$ cat src/rtl/serial_ctrl_pkg.sv
package serial_ctrl_pkg;

  localparam int NUM_GROUPS = 4;

  typedef enum logic [1:0] {
    GRP_GAIN  = 2'b00,
    GRP_DAC   = 2'b01,
    GRP_CLAMP = 2'b10,
    GRP_POL   = 2'b11
  } grpSel_e;

  // payload bit positions of the polarity word (decoded by the pulse generators)
  localparam int POL_BIT_SAMPLE = 0;
  localparam int POL_BIT_CLOCK  = 1;
  localparam int POL_BIT_OBCLMP = 3;
  localparam int POL_BIT_BLANK  = 5;
  localparam int POL_BIT_EDGE   = 6;

  typedef struct packed {
    logic syncFall;
    logic blank;
    logic obClamp;
    logic clock;
    logic sample;
  } polSet_t;

  localparam polSet_t POL_RESET = '{syncFall: 1'b0, blank: 1'b1, obClamp: 1'b1,
                                    clock: 1'b1, sample: 1'b1};

  typedef struct packed {
    logic                  shift;
    logic [NUM_GROUPS-1:0] load;
    logic                  transfer;
  } ctrlStrb_t;

endpackage

$ cat src/rtl/serial_ctrl_sync.sv
module serial_ctrl_sync #(
  parameter int          STAGES = 2,
  parameter int          WIDTH  = 4,
  parameter logic [WIDTH-1:0] RST_VAL = '0
) (
  input  logic             clk,
  input  logic             rstN,
  input  logic [WIDTH-1:0] asyncIn,
  output logic [WIDTH-1:0] syncOut
);

  logic [WIDTH-1:0] chain [STAGES];

  for (genvar s = 0; s < STAGES; s++) begin : g_stage
    always_ff @(posedge clk or negedge rstN) begin
      if (!rstN) chain[s] <= RST_VAL;
      else if (s == 0) chain[s] <= asyncIn;
      else chain[s] <= chain[(s == 0) ? 0 : s-1];
    end
  end

  assign syncOut = chain[STAGES-1];

endmodule

$ cat src/rtl/serial_ctrl_fsm.sv
module serial_ctrl_fsm
  import serial_ctrl_pkg::*;
#(
  parameter int FRAME_BITS = 12,
  parameter int ADDR_W     = 2
) (
  input  logic              clk,
  input  logic              rstN,
  input  logic              enS,
  input  logic              sclkS,
  input  logic              syncS,
  input  logic              edgeFallSel,
  input  logic [ADDR_W-1:0] frameAddr,
  output ctrlStrb_t         strb
);

  localparam int CNT_W   = $clog2(FRAME_BITS + 2);
  localparam int CNT_SAT = FRAME_BITS + 1;

  logic enPrev, sclkPrev, syncPrev;
  logic enRise, enFall, sclkRise, syncRise, syncFall;
  logic [CNT_W-1:0] bitCnt;
  logic frameOk;
  logic [NUM_GROUPS-1:0] loadVec;

  always_ff @(posedge clk or negedge rstN) begin
    if (!rstN) begin
      enPrev   <= 1'b1;
      sclkPrev <= 1'b0;
      syncPrev <= 1'b0;
    end else begin
      enPrev   <= enS;
      sclkPrev <= sclkS;
      syncPrev <= syncS;
    end
  end

  assign enRise   = enS & ~enPrev;
  assign enFall   = ~enS & enPrev;
  assign sclkRise = sclkS & ~sclkPrev;
  assign syncRise = syncS & ~syncPrev;
  assign syncFall = ~syncS & syncPrev;

  // bit counter: restarts when a word opens, saturates past a full word
  always_ff @(posedge clk or negedge rstN) begin
    if (!rstN) bitCnt <= '0;
    else if (enFall) bitCnt <= '0;
    else if (sclkRise && !enS && bitCnt != CNT_W'(CNT_SAT)) bitCnt <= bitCnt + 1'b1;
  end

  assign frameOk = enRise && (bitCnt == CNT_W'(FRAME_BITS));

  for (genvar g = 0; g < NUM_GROUPS; g++) begin : g_decode
    assign loadVec[g] = frameOk && (frameAddr == ADDR_W'(g));
  end

  always_comb begin
    strb.shift    = sclkRise & ~enS;
    strb.load     = loadVec;
    strb.transfer = edgeFallSel ? syncFall : syncRise;
  end

  AST_LOAD_ONEHOT: assert property (@(posedge clk) disable iff (!rstN)
    $onehot0(strb.load));

  AST_NO_SHIFT_ON_LOAD: assert property (@(posedge clk) disable iff (!rstN)
    (|strb.load) |-> !strb.shift);

endmodule

$ cat src/rtl/serial_ctrl_regs.sv
module serial_ctrl_regs
  import serial_ctrl_pkg::*;
#(
  parameter int ADDR_W  = 2,
  parameter int DATA_W  = 10,
  parameter int GAIN_W  = 9,
  parameter int DAC_W   = 8,
  parameter int CLAMP_W = 7
) (
  input  logic              clk,
  input  logic              rstN,
  input  logic              dataS,
  input  ctrlStrb_t         strb,
  output logic [ADDR_W-1:0] frameAddr,
  output logic              edgeFallSel,
  output logic [GAIN_W-1:0] gainOut,
  output logic [DAC_W-1:0]  dacOut,
  output logic [CLAMP_W-1:0] clampOut,
  output polSet_t           polOut
);

  localparam int FRAME_BITS = ADDR_W + DATA_W;

  logic [FRAME_BITS-1:0] shiftReg;
  logic [DATA_W-1:0]     payload;
  logic [GAIN_W-1:0]     gainHold, gainAct;
  logic [CLAMP_W-1:0]    clampHold, clampAct;
  logic [DAC_W-1:0]      dacHold;
  polSet_t               polHold, polAct, polNext;

  always_ff @(posedge clk or negedge rstN) begin
    if (!rstN) shiftReg <= '0;
    else if (strb.shift) shiftReg <= {shiftReg[FRAME_BITS-2:0], dataS};
  end

  assign frameAddr = shiftReg[FRAME_BITS-1 -: ADDR_W];
  assign payload   = shiftReg[DATA_W-1:0];

  always_comb begin
    polNext.sample   = payload[POL_BIT_SAMPLE];
    polNext.clock    = payload[POL_BIT_CLOCK];
    polNext.obClamp  = payload[POL_BIT_OBCLMP];
    polNext.blank    = payload[POL_BIT_BLANK];
    polNext.syncFall = payload[POL_BIT_EDGE];
  end

  // holding stage
  always_ff @(posedge clk or negedge rstN) begin
    if (!rstN) begin
      gainHold  <= '0;
      dacHold   <= '0;
      clampHold <= '0;
      polHold   <= POL_RESET;
    end else begin
      if (strb.load[GRP_GAIN])  gainHold  <= payload[GAIN_W-1:0];
      if (strb.load[GRP_DAC])   dacHold   <= payload[DAC_W-1:0];
      if (strb.load[GRP_CLAMP]) clampHold <= payload[CLAMP_W-1:0];
      if (strb.load[GRP_POL])   polHold   <= polNext;
    end
  end

  // active stage, moved on the selected sync edge
  always_ff @(posedge clk or negedge rstN) begin
    if (!rstN) begin
      gainAct  <= '0;
      clampAct <= '0;
      polAct   <= POL_RESET;
    end else if (strb.transfer) begin
      gainAct  <= gainHold;
      clampAct <= clampHold;
      polAct   <= polHold;
    end
  end

  assign edgeFallSel = polHold.syncFall;
  assign gainOut     = gainAct;
  assign dacOut      = dacHold;
  assign clampOut    = clampAct;
  assign polOut      = polAct;

  AST_DAC_DIRECT: assert property (@(posedge clk) disable iff (!rstN)
    strb.load[GRP_DAC] |=> dacOut == $past(payload[DAC_W-1:0]));

  AST_HOLD_STABLE: assert property (@(posedge clk) disable iff (!rstN)
    !(|strb.load) |=> $stable(gainHold) && $stable(clampHold) && $stable(polHold)
                      && $stable(dacOut));

  AST_ACTIVE_STABLE: assert property (@(posedge clk) disable iff (!rstN)
    !strb.transfer |=> $stable(gainOut) && $stable(clampOut) && $stable(polOut));

  AST_XFER_COPIES: assert property (@(posedge clk) disable iff (!rstN)
    strb.transfer |=> gainOut == $past(gainHold) && clampOut == $past(clampHold)
                      && polOut == $past(polHold));

endmodule

$ cat src/rtl/serial_ctrl_bank.sv
module serial_ctrl_bank
  import serial_ctrl_pkg::*;
#(
  parameter int SYNC_STAGES = 2,
  parameter int ADDR_W      = 2,
  parameter int DATA_W      = 10,
  parameter int GAIN_W      = 9,
  parameter int DAC_W       = 8,
  parameter int CLAMP_W     = 7
) (
  input  logic               clk,
  input  logic               rstN,
  input  logic               serEn,
  input  logic               serClk,
  input  logic               serData,
  input  logic               frameSync,
  output logic [GAIN_W-1:0]  gainCode,
  output logic [DAC_W-1:0]   dacCode,
  output logic [CLAMP_W-1:0] clampCode,
  output logic               samplePolHigh,
  output logic               clockPolHigh,
  output logic               dummyClampPolHigh,
  output logic               obClampPolHigh,
  output logic               blankPolHigh,
  output logic               syncFallSel
);

  localparam int FRAME_BITS = ADDR_W + DATA_W;

  logic [3:0]        syncedIn;
  logic              enS, sclkS, dataS, syncS;
  logic [ADDR_W-1:0] frameAddr;
  logic              edgeFallSel;
  ctrlStrb_t         strb;
  polSet_t           polOut;

  serial_ctrl_sync #(
    .STAGES (SYNC_STAGES),
    .WIDTH  (4),
    .RST_VAL(4'b0001)
  ) i_sync (
    .clk    (clk),
    .rstN   (rstN),
    .asyncIn({frameSync, serData, serClk, serEn}),
    .syncOut(syncedIn)
  );

  assign {syncS, dataS, sclkS, enS} = syncedIn;

  serial_ctrl_fsm #(
    .FRAME_BITS(FRAME_BITS),
    .ADDR_W    (ADDR_W)
  ) i_fsm (
    .clk        (clk),
    .rstN       (rstN),
    .enS        (enS),
    .sclkS      (sclkS),
    .syncS      (syncS),
    .edgeFallSel(edgeFallSel),
    .frameAddr  (frameAddr),
    .strb       (strb)
  );

  serial_ctrl_regs #(
    .ADDR_W (ADDR_W),
    .DATA_W (DATA_W),
    .GAIN_W (GAIN_W),
    .DAC_W  (DAC_W),
    .CLAMP_W(CLAMP_W)
  ) i_regs (
    .clk        (clk),
    .rstN       (rstN),
    .dataS      (dataS),
    .strb       (strb),
    .frameAddr  (frameAddr),
    .edgeFallSel(edgeFallSel),
    .gainOut    (gainCode),
    .dacOut     (dacCode),
    .clampOut   (clampCode),
    .polOut     (polOut)
  );

  assign samplePolHigh     = polOut.sample;
  assign clockPolHigh      = polOut.clock;
  assign dummyClampPolHigh = 1'b0;
  assign obClampPolHigh    = polOut.obClamp;
  assign blankPolHigh      = polOut.blank;
  assign syncFallSel       = polOut.syncFall;

endmodule

$ cat config.mk
export PLATFORM = sky130hd
export DESIGN_NAME = serial_ctrl_bank
export DESIGN_NICKNAME = d
export VERILOG_FILES = /design/src/rtl/serial_ctrl_pkg.sv /design/src/rtl/serial_ctrl_sync.sv /design/src/rtl/serial_ctrl_fsm.sv /design/src/rtl/serial_ctrl_regs.sv /design/src/rtl/serial_ctrl_bank.sv
export SDC_FILE = /design/constraint.sdc
export NUM_CORES = 1
export LEC_CHECK = 0
export BUFFER_PORTS_ARGS = -buffer_cell sky130_fd_sc_hd__buf_2
export CAP_MARGIN = 20
export CORE_MARGIN = 5
export CORE_UTILIZATION = 30
export DETAILED_ROUTE_END_ITERATION = 10
export GPL_TIMING_DRIVEN = 0
export PLACE_DENSITY = 0.52
export SYNTH_ARGS = -nofsm -noshare
export SYNTH_HDL_FRONTEND = slang
export SYNTH_SLANG_ARGS = --single-unit
$ cat constraint.sdc
create_clock -name clk -period 4.45 [get_ports clk]
set_input_delay 0.89 -clock clk [delete_from_list [all_inputs] [get_ports clk]]
set_output_delay 0.89 -clock clk [all_outputs]
set_load 0.01 [all_outputs]
==> metrics.txt <==
Synth Area in XOR/XNOR 0%; Crit path max-delay family simple AND/OR/NAND/NOR gates; Finished Core Util a little under two fifths; DIE HEIGHT roughly 110 um; max-slew violations 0; Post-Synthesis Net Count around 220; Slew HR 55.3%; CP bufs+invs 1; Min Clock Period, post-route around 1.9 ns; crit-path max FO 7; DR pass1 iterations 4; setup ws final approximately 2.6 ns; core area approximately 9700 um^2; CTS tree built; run status finished clean; Worst-path clk slew ~0.080 ns; post-synthesis compound-gate area fraction 2.54%; slowest cell on the critical path nor3_2; WP data arrival between 2 and 2.5 ns; register area share after synthesis between 60% and 70%; Hold Violations, Final 0; hold buffers post-CTS 0; switching share of power 22.2%; DRC violation count after routing 0; number of cell rows 36; Comb power frac about 3.7%; H-tree levels 3; share of layout cells above drive strength 1 between 40% and 50%; GRT overflow 0; WL/cell 13.8 um; Cell Pwr Density just over 400 nW/um^2; Root Buffer clkbuf_8; Final Setup Violations 0; largest net degree at the start of global routing 44; gr usage total 9.92%; Net Sw Power 0.328 mW; Max Cap Violations 0; CTS buffer count 9; Worst R2R Path Depth 5; Clock power frac 44.8%; Worst setup endpoint i_regs.clampHold[0]; routed wire length about 5400 um; Startpoint Class flip-flop; Seq pwr share between 50 and 60%; post-synthesis mux area share 19.8%; Yosys reg bits just under 80; Post-Syn Area per Cell between 10 and 15 um^2; Yosys cell types 30; diode count 0; Area Growth Syn to Fin 21.1%; Int Power between 1 and 1.5 mW; Layout fillers roughly 960; cells along the critical path inv_1 -> ha_1 -> nand4b_1 -> nor3_2 -> mux2_2; clk_skew 0.00962 ns; VDD IR max approximately 0.17 mV; Worst-Skew Late Latency approximately 0.34 ns; num ports 36; initial antenna violation count 0; die area around 12000 um^2; pre-CTS WS approximately 2.5 ns; YS warnings 0; simple-gate share of the synthesized area between 8 and 9%; Setup Total Neg Slack 0 ns; hold crit path type reg2reg; Syn Inst Count just over 200; adder-cell share of the synthesized area 1.27%; die width 109 um; first-pass GRT wire length between 9000 and 10000 um; Worst path depth 5; endpoint class of the critical path flip-flop; I/O Buffers 34; Mapped Area between 2000 and 3000 um^2; TritonCTS Sinks 77; Final Wtd Congestion roughly 0.75; DRT iter0 DRCs 93; vias in the first global route roughly 1700; Reg2Reg Setup Slack 2.56 ns; slew of the pin with the lowest slew margin ~0.67 ns; Worst R2R Start i_fsm.bitCnt[0]; largest family of logic cells by synthesized area multiplexers; RSZ-0062 raised after global routing false; max incr delay on CP 0.54 ns; routed vias/inst 4.32; Final #Nets between 200 and 300; reg2reg end i_regs.clampHold[0]; Leak 1.85 nW; setup bufs post-CTS 0; Fmax about 0.53 GHz; worst hold margin 0.351 ns; Detailed Place HPWL 3610 um; Critical path origin i_fsm.bitCnt[0]; initial core utilization between 30% and 40%; antenna viol nets, final 0; CP required 4.67 ns; fin crit share around 43%; via count 1690; Max Root-Sink Buffers 2; critical path class reg2reg; Resize count post-CTS 0
## layout make-up
class                           instances  area (um^2)  area share, %
Buffer                                  8         45.0           1.26
Clock buffer                           11          151           4.23
Clock inverter                          5          106           2.97
Inverter                                3         11.3          0.314
Multi-Input combinational cell        119          961           26.8
Sequential cell                        77         1940           54.2
Tap cell                              133          166           4.65
Timing Repair Buffer                   35          200           5.59
## worst register-to-register path: stages, from the launching register on
cell	delay [ns]
dfrtp_1	0.45
inv_1	0.08
ha_1	0.16
nand4b_1	0.14
nor3_2	0.54
mux2_2	0.41
## cells by family after synthesis
family / count (synthesis)
buf+inv: 11
mux: 49
other cells: 1
compound gates: 12
simple gates: 54
flops: 77
fa+ha+maj: 3
## worst min path at each step
stage | start | cells after the start | slack, ns | endpoint
4_1_cts | i_sync.chain[7] | 0 | 0.35 | i_sync.syncOut[3]
3_5_place_dp | i_sync.chain[7] | 0 | 0.34 | i_sync.syncOut[3]
5_1_grt | i_sync.chain[4] | 0 | 0.36 | i_sync.syncOut[0]
3_3_place_gp | i_sync.chain[7] | 0 | 0.33 | i_sync.syncOut[3]
6_report | i_sync.chain[7] | 0 | 0.35 | i_sync.syncOut[3]
2_1_floorplan | i_sync.chain[5] | 0 | 0.33 | i_sync.syncOut[1]
## registers in the layout (all words and copies together) (netlist names)
signal              cells
i_fsm.sclkPrev          1
i_regs.gainHold         9
i_regs.edgeFallSel      1
i_fsm.enPrev            1
i_sync.chain            4
i_regs.clampOut         7
i_regs.polHold          4
i_fsm.bitCnt            4
i_regs.clampHold        7
i_regs.polOut           5
i_sync.syncOut          4
i_fsm.syncPrev          1
i_regs.shiftReg        12
i_regs.gainOut          9
i_regs.dacOut           8
## cells in the mapped netlist, drive strengths merged
master | number | area (um^2)
dfrtp | 66 | 1650
mux2 | 49 | 586
nand2 | 37 | 139
dfstp | 11 | 289
buf | 5 | 33.8
a21oi | 4 | 20.0
o21ai | 4 | 20.0
clkbuf | 3 | 11.3
ha | 3 | 37.5
inv | 3 | 11.3
nand3 | 2 | 10.0
nand3b | 2 | 15.0
nor2 | 2 | 7.51
o311ai | 2 | 17.5
o41ai | 2 | 17.5
or3 | 2 | 12.5
and2b | 1 | 7.51
and3 | 1 | 6.26
and3b | 1 | 8.76
conb | 1 | 3.75
nand2b | 1 | 6.26
nand4b | 1 | 8.76
nor3 | 1 | 10.0
nor3b | 1 | 7.51
or3b | 1 | 8.76
or4 | 1 | 11.3
## per-stage QoR
stage / instances / cell area, um^2 / total power, mW
after global routing: 391 / 3580 / 1.54
final: 391 / 3580 / 1.48
after global placement: 374 / 3290 / 0.828
after detailed placement: 375 / 3320 / 0.833
after CTS: 391 / 3580 / 1.50
after floorplan: 207 / 2960 / 0.791
## power groups by stage
stage	registers [mW]	clock network, mW	logic, mW
5_1_grt	0.767	0.708	0.0655
2_1_floorplan	0.759	0	0.0318
3_3_place_gp	0.774	0	0.0532
4_1_cts	0.761	0.679	0.0576
3_5_place_dp	0.775	0	0.0575
6_report	0.761	0.663	0.0554
## metal layers
| layer | global-route usage [%] | part of all wire, % |
|---|---|---|
| met1 | 14.5 | 51 |
| met5 | 0 | 0 |
| met4 | 4.54 | 1.7 |
| met2 | 13.8 | 43 |
| met3 | 2.35 | 4.6 |
## cell usage in the layout (no fill, tap or decap), drive strengths merged, types with 3 or more instances in the layout
cell type / n
inv: 3
a21oi: 4
bufinv: 3
dfrtp: 66
dfstp: 11
o21ai: 4
mux2: 49
buf: 40
nand2: 37
clkbuf: 14
ha: 3
No activity file was read; power rests on OpenSTA's default activity.
